`src/rtl/hdlc_tx_pkg.sv`:
```
package hdlc_tx_pkg;

    // Controller states of the transmit framer
    typedef enum logic [2:0] {
        TX_IDLE  = 3'd0,
        TX_OPEN  = 3'd1,
        TX_DATA  = 3'd2,
        TX_CLOSE = 3'd3,
        TX_FILL  = 3'd4,
        TX_ABORT = 3'd5
    } tx_state_e;

endpackage

```
`src/rtl/hdlc_tx_pattern.sv`:
```
// Fixed octet patterns: flag in OPEN/CLOSE/FILL, abort octet, idle ones.
module hdlc_tx_pattern
    import hdlc_tx_pkg::*;
#(
    parameter int              PAT_W    = 8,
    parameter logic [PAT_W-1:0] FLAG_PAT = 'h7E,
    localparam int             SEL_W    = $clog2(PAT_W)
) (
    input  tx_state_e        st,
    input  logic [SEL_W-1:0] pos,
    output logic             pat_bit
);

    always_comb begin
        unique case (st)
            TX_OPEN, TX_CLOSE, TX_FILL: pat_bit = FLAG_PAT[pos];
            TX_ABORT:                   pat_bit = (pos != '0);  // 0 then ones
            default:                    pat_bit = 1'b1;         // idle ones
        endcase
    end

endmodule

```
`src/rtl/hdlc_tx_stuffer.sv`:
```
// Counts consecutive body ones and flags when a zero must be inserted.
module hdlc_tx_stuffer #(
    parameter int  RUN_MAX = 5,
    localparam int CNT_W   = $clog2(RUN_MAX + 1)
) (
    input  logic clk,
    input  logic rst_n,
    input  logic run_clr,
    input  logic bit_sent,
    input  logic bit_val,
    input  logic stuff_sent,
    output logic need_stuff,
    output logic near_limit
);

    logic [CNT_W-1:0] run_q;

    always_ff @(posedge clk or negedge rst_n) begin
        if (!rst_n) begin
            run_q <= '0;
        end else if (run_clr || stuff_sent) begin
            run_q <= '0;
        end else if (bit_sent) begin
            run_q <= bit_val ? run_q + CNT_W'(1) : '0;
        end
    end

    assign need_stuff = (run_q == CNT_W'(RUN_MAX));
    assign near_limit = (run_q == CNT_W'(RUN_MAX - 1));

endmodule

```
`src/rtl/hdlc_tx_fsm.sv`:
```
// Framer controller: state register in one process, transitions and outputs in another.
module hdlc_tx_fsm
    import hdlc_tx_pkg::*;
#(
    parameter int  DATA_W = 8,
    localparam int SEL_W  = $clog2(DATA_W),
    localparam int IDX_W  = SEL_W + 1
) (
    input  logic              clk,
    input  logic              rst_n,
    input  logic              frm_active,
    input  logic              byte_valid,
    input  logic [DATA_W-1:0] byte_data,
    input  logic              abort_req,
    input  logic              need_stuff,
    input  logic              near_limit,
    input  logic              pat_bit,
    output tx_state_e         st_q,
    output logic [SEL_W-1:0]  pos,
    output logic              byte_take,
    output logic              run_clr,
    output logic              bit_sent,
    output logic              bit_val,
    output logic              stuff_sent,
    output logic              ser_out
);

    localparam logic [IDX_W-1:0] IDX_LAST = IDX_W'(DATA_W - 1);
    localparam logic [IDX_W-1:0] IDX_TAIL = IDX_W'(DATA_W);  // only an inserted zero left

    tx_state_e         st_n;
    logic [IDX_W-1:0]  idx_q, idx_n;
    logic [DATA_W-1:0] sh_q, sh_n;
    logic              ser_q, bit_n;
    logic              at_last, cur_bit, byte_end, load;

    assign pos     = idx_q[SEL_W-1:0];
    assign at_last = (idx_q == IDX_LAST);
    assign cur_bit = sh_q[idx_q[SEL_W-1:0]];   // LSB first
    assign ser_out = ser_q;

    // State register
    always_ff @(posedge clk or negedge rst_n) begin
        if (!rst_n) begin
            st_q  <= TX_IDLE;
            idx_q <= '0;
            sh_q  <= '0;
            ser_q <= 1'b1;
        end else begin
            st_q  <= st_n;
            idx_q <= idx_n;
            sh_q  <= sh_n;
            ser_q <= bit_n;
        end
    end

    // Transitions and outputs
    always_comb begin
        st_n       = st_q;
        idx_n      = idx_q;
        sh_n       = sh_q;
        bit_n      = pat_bit;
        byte_take  = 1'b0;
        run_clr    = 1'b0;
        bit_sent   = 1'b0;
        bit_val    = 1'b0;
        stuff_sent = 1'b0;
        byte_end   = 1'b0;
        load       = 1'b0;

        unique case (st_q)
            TX_IDLE: begin
                if (frm_active && byte_valid) begin
                    st_n  = TX_OPEN;
                    idx_n = '0;
                end
            end
            TX_OPEN: begin
                if (abort_req) begin
                    bit_n = 1'b0;
                    st_n  = TX_ABORT;
                    idx_n = IDX_W'(1);
                end else if (at_last) begin
                    idx_n = '0;
                    if (frm_active && byte_valid) load = 1'b1;
                    else if (frm_active)          st_n = TX_ABORT;
                    else                          st_n = TX_FILL;
                end else begin
                    idx_n = idx_q + IDX_W'(1);
                end
            end
            TX_FILL: begin                      // abort_req not looked at
                if (at_last) begin
                    idx_n = '0;
                    if (frm_active && byte_valid) load = 1'b1;
                end else begin
                    idx_n = idx_q + IDX_W'(1);
                end
            end
            TX_CLOSE: begin
                if (at_last) begin
                    idx_n = '0;
                    st_n  = TX_FILL;
                end else begin
                    idx_n = idx_q + IDX_W'(1);
                end
            end
            TX_DATA: begin
                if (abort_req) begin
                    bit_n = 1'b0;
                    st_n  = TX_ABORT;
                    idx_n = IDX_W'(1);
                end else if (need_stuff) begin
                    bit_n      = 1'b0;
                    stuff_sent = 1'b1;
                    if (idx_q == IDX_TAIL) byte_end = 1'b1;
                    else                   idx_n    = idx_q;
                end else begin
                    bit_n    = cur_bit;
                    bit_sent = 1'b1;
                    bit_val  = cur_bit;
                    if (at_last) begin
                        if (cur_bit && near_limit) idx_n    = IDX_TAIL;
                        else                       byte_end = 1'b1;
                    end else begin
                        idx_n = idx_q + IDX_W'(1);
                    end
                end
            end
            TX_ABORT: begin
                if (at_last) begin
                    idx_n = '0;
                    st_n  = TX_IDLE;
                end else begin
                    idx_n = idx_q + IDX_W'(1);
                end
            end
            default: begin
                st_n  = TX_IDLE;
                idx_n = '0;
            end
        endcase

        if (byte_end) begin
            idx_n = '0;
            if (frm_active && byte_valid) load = 1'b1;
            else if (frm_active)          st_n = TX_ABORT;
            else                          st_n = TX_CLOSE;
        end

        if (load) begin
            byte_take = 1'b1;
            sh_n      = byte_data;
            st_n      = TX_DATA;
            idx_n     = '0;
            run_clr   = (st_q != TX_DATA);
        end
    end

endmodule

```
`src/rtl/hdlc_tx_framer.sv`:
```
module hdlc_tx_framer
    import hdlc_tx_pkg::*;
#(
    parameter int DATA_W  = 8,
    parameter int RUN_MAX = 5
) (
    input  logic              clk_tx,
    input  logic              rst_n,
    input  logic              frm_active,
    input  logic              byte_valid,
    input  logic [DATA_W-1:0] byte_data,
    input  logic              abort_req,
    output logic              byte_take,
    output logic              ser_out
);

    localparam int SEL_W = $clog2(DATA_W);

    tx_state_e        fsm_state;
    logic [SEL_W-1:0] pat_pos;
    logic             pat_bit, need_stuff, near_limit;
    logic             run_clr, bit_sent, bit_val, stuff_sent;

    hdlc_tx_fsm #(.DATA_W(DATA_W)) u_fsm (
        .clk        (clk_tx),
        .rst_n      (rst_n),
        .frm_active (frm_active),
        .byte_valid (byte_valid),
        .byte_data  (byte_data),
        .abort_req  (abort_req),
        .need_stuff (need_stuff),
        .near_limit (near_limit),
        .pat_bit    (pat_bit),
        .st_q       (fsm_state),
        .pos        (pat_pos),
        .byte_take  (byte_take),
        .run_clr    (run_clr),
        .bit_sent   (bit_sent),
        .bit_val    (bit_val),
        .stuff_sent (stuff_sent),
        .ser_out    (ser_out)
    );

    hdlc_tx_pattern #(.PAT_W(DATA_W), .FLAG_PAT(DATA_W'('h7E))) u_pat (
        .st      (fsm_state),
        .pos     (pat_pos),
        .pat_bit (pat_bit)
    );

    hdlc_tx_stuffer #(.RUN_MAX(RUN_MAX)) u_stuff (
        .clk        (clk_tx),
        .rst_n      (rst_n),
        .run_clr    (run_clr),
        .bit_sent   (bit_sent),
        .bit_val    (bit_val),
        .stuff_sent (stuff_sent),
        .need_stuff (need_stuff),
        .near_limit (near_limit)
    );

endmodule

```
`config.mk`:
```
export PLATFORM = sky130hd
export DESIGN_NAME = hdlc_tx_framer
export DESIGN_NICKNAME = d
export VERILOG_FILES = /design/src/rtl/hdlc_tx_pkg.sv /design/src/rtl/hdlc_tx_pattern.sv /design/src/rtl/hdlc_tx_stuffer.sv /design/src/rtl/hdlc_tx_fsm.sv /design/src/rtl/hdlc_tx_framer.sv
export SDC_FILE = /design/constraint.sdc
export NUM_CORES = 1
export LEC_CHECK = 0
export ABC_AREA = 1
export ABC_CLOCK_PERIOD_IN_PS = 3100
export CAP_MARGIN = 30
export CORE_ASPECT_RATIO = 1.25
export CORE_MARGIN = 2
export CORE_UTILIZATION = 35
export CTS_BUF_LIST = sky130_fd_sc_hd__clkbuf_16
export DETAILED_ROUTE_END_ITERATION = 12
export MAX_ROUTING_LAYER = met4
export PLACE_DENSITY_LB_ADDON = 0.08
export SLEW_MARGIN = 10
export SYNTH_ARGS = -nofsm -noshare
export SYNTH_HDL_FRONTEND = slang
export SYNTH_HIERARCHICAL = 1
export SYNTH_SLANG_ARGS = --single-unit
```
`constraint.sdc`:
```
create_clock -name clk_tx -period 3.1 [get_ports clk_tx]
set_input_delay 0.93 -clock clk_tx [delete_from_list [all_inputs] [get_ports clk_tx]]
set_output_delay 0.93 -clock clk_tx [all_outputs]
set_load 0.05 [all_outputs]
```
==> flow_summary_export.csv <==
group,metric,value,unit
run_status,status,"completed",
sta,slew_headroom,65.8,%
layout,final_common_cell,"nand2_1",
yosys,synth_area_per_cell,6.94,µm²
sta,setup_viol,0,
pwr,leakage,0.962,nW
cts,clock-root-buffer,"clkbuf_16",
sta,rsz0062_at_grt,"false",
layout,fin_nets,262,
placement,dpl.hpwl,2870,µm
die,ioPinCount,15,
setup_path,cp-start-kind,"input pin",
setup_path,regToRegSetupSlack,1120,ps
pwr,peakVddDrop,0.328,mV
cts,cts_buffers,3,
drt,dr.pass1.iters,4,
layout,n_antenna_cell,0,
cts,cts_buffer_depth,2,
global_routing,antenna_found_initial,0,
setup_path,timing.rr.end,"u_fsm/idx_q[3]",
yosys,synth_edf_count,0,
sta,period_share,96.8,%
pwr,total_power,0.00113,W
layout,final_cell_area,0.00189,mm²
global_routing,grt_usage,18.8,%
cts,htreeDepth,1,
hold_path,hp-start,"u_fsm/sh_q[4]",
layout,final_cell_mix,"70 x nand2_1, 30 x nand3_1, 29 x inv_1",
die,num_rows,26,
sta,hold_viol_final,0,
yosys,async_reset_ff_share,100,%
global_routing,overflow,0,
die,core,0.00403,mm²
setup_path,worst_path_max_delay_cell,"clkdlybuf4s50_1",
job,cap_viol_max_count,0,
yosys,syn_inst,210,
drt,routed_wl,3610,µm
setup_path,required,2170,ps
yosys,synth_seq_cells,19,
yosys,syn-cell-area,0.00146,mm²
drt,via_count,1426,
die,start_util,36.1,%
die,die_x,61.7,µm
layout,drive_above_1_share,19.8,%
sta,drv_slew,0,
cts,clkSlewWorstSetupHoldPaths,60,ps
sta,whs,469,ps
yosys,synth_ff_type,"dfrtp_1",
setup_path,critPathMaxStageDelay,470,ps
yosys,ys_seq_area_share,32.7,%
die,dieArea,0.00470,mm²
placement,place_inst,294,
setup_path,cp-end-kind,"output port",
drt,routed_via_density,4.77,
drt,wl_per_cell,12.1,µm
sta,fmax,0.333,GHz
global_routing,grt_pass1_wl,6420,µm
global_routing,first_global_vias,1486,
yosys,syn-num-nets,228,
setup_path,arrival,2070,ps
hold_path,whs_path_depth,2,
cts,cts_tree,"yes",
yosys,yosys_warnings,6,
die,die_h,76.2,µm
drt,postRouteAntennaNets,0,
hold_path,min_delay_worst_endpoint,"u_fsm/sh_q[4]",
setup_path,crit_chain,"clkdlybuf4s50_1 > nand2_1 > nor2_2 > nand2_2 > nand3_4 > nand2_8 > inv_4 > buf_12",
setup_path,setup.worst_path.class,"in -> out",
placement,placed_cell_area,0.00178,mm²
global_routing,grt_max_degree,20,
layout,n_fill_cell,441,
layout,multi_input_area,843,µm²
setup_path,worst-path-max-fanout,2,
sta,skew,2.75,ps
sta,worst_pin_slew,510,ps
layout,syn2layout_area_growth,29.7,%
drt,drt_iter0_drc,97,
layout,seq_area,477,µm²
layout,fin_cells,299,
cts,clock_sinks,19,
hold_path,hold_path_class,"reg -> reg",
drt,drc,0,
setup_path,r2r-start,"u_fsm/idx_q[0]",
cts,insertion_delay,260,ps
cts,hold_buffers,0,
placement,gp_congestion,0.877,
pwr,powerDensity,599,mW/mm²
yosys,ys_types,32,
sta,min_period,3000,ps
setup_path,r2r_cells,11,
placement,port_buffers,14,
## cell type report
type / count / area share [%]
clock buffers: 3 / 3.97
clock inverters: 1 / 0.199
inverters: 34 / 6.88
multi-input cells: 153 / 44.6
flip-flops and latches: 19 / 25.2
well taps: 56 / 3.71
repair buffers: 33 / 15.4
## logic make-up after synthesis
logic type,Yosys count,synth area share [%]
DFF,19,32.7
buffers and inverters,38,11.5
xor gates and xnor gates,1,0.601
AOI/OAI and AO/OA,13,5.15
adders and majority gates,5,4.29
and+or+nand+nor,134,45.8
## sequential cells by signal, summed over array words and instances, names as in the netlist
name           cells
u_fsm/st_q         3
u_fsm/ser_out      1
u_fsm/sh_q         8
u_stuff/run_q      3
u_fsm/idx_q        4
## synth_stat cells (2+ instances only)
| library cell | n | share of area (%) |
|---|---|---|
| a21oi_1 | 6 | 2.1 |
| buf_4 | 3 | 1.5 |
| dfrtp_1 | 18 | 31 |
| ha_1 | 5 | 4.3 |
| inv_1 | 29 | 7.5 |
| inv_2 | 4 | 1.0 |
| nand2_1 | 71 | 18 |
| nand2_2 | 3 | 1.3 |
| nand3_1 | 30 | 10 |
| nand3_2 | 2 | 1.4 |
| nand3_4 | 2 | 2.4 |
| nand4_2 | 2 | 1.7 |
| nor2_1 | 11 | 2.8 |
| nor2_2 | 4 | 1.7 |
| nor2_4 | 2 | 1.5 |
| o211ai_1 | 2 | 1.0 |
## power by group
group | switching [W] | internal [W] | leakage (nW)
clock network | 0.0000991 | 0.000172 | 0.0423
logic | 0.000304 | 0.000186 | 0.673
registers | 0.0000721 | 0.000298 | 0.246
total | 0.000475 | 0.000657 | 0.962
## through the flow
step | setup WS, ps | util (%) | TNS, ps
after detailed placement | -115 | 44.0 | -115
final | 101 | 46.9 | 0
after global routing | 7.64 | 46.9 | 0
after floorplan | 251 | - | 0
after global placement | -95.4 | 44.0 | -95.4
after CTS | 86.2 | 46.9 | 0
## per-layer routing
metal  part of all wire [%]  GRT usage, %  routed length, µm
met1                     40          21.7               1440
met3                    3.4          3.74                122
met4                    2.7          8.72                 96
met2                     54          30.1               1940
met5                      0             -                  0
## critical path: cells and delay by family
family                 cells  cell delay [ps]
buffers and inverters      3              650
and+or+nand+nor            5              480
## timing repair
item,CTS,global route
resized for setup,7,0
endpoints found under the setup margin,1,0
buffers inserted,1,0
## worst max-delay path by stage
stage | depth (start not counted) | startpoint | end
4_1_cts | 8 | frm_active | byte_take
6_report | 8 | frm_active | byte_take
3_3_place_gp | 10 | abort_req | byte_take
3_5_place_dp | 10 | abort_req | byte_take
5_1_grt | 10 | abort_req | byte_take
2_1_floorplan | 8 | abort_req | byte_take
(Power assumes the default switching activity.)
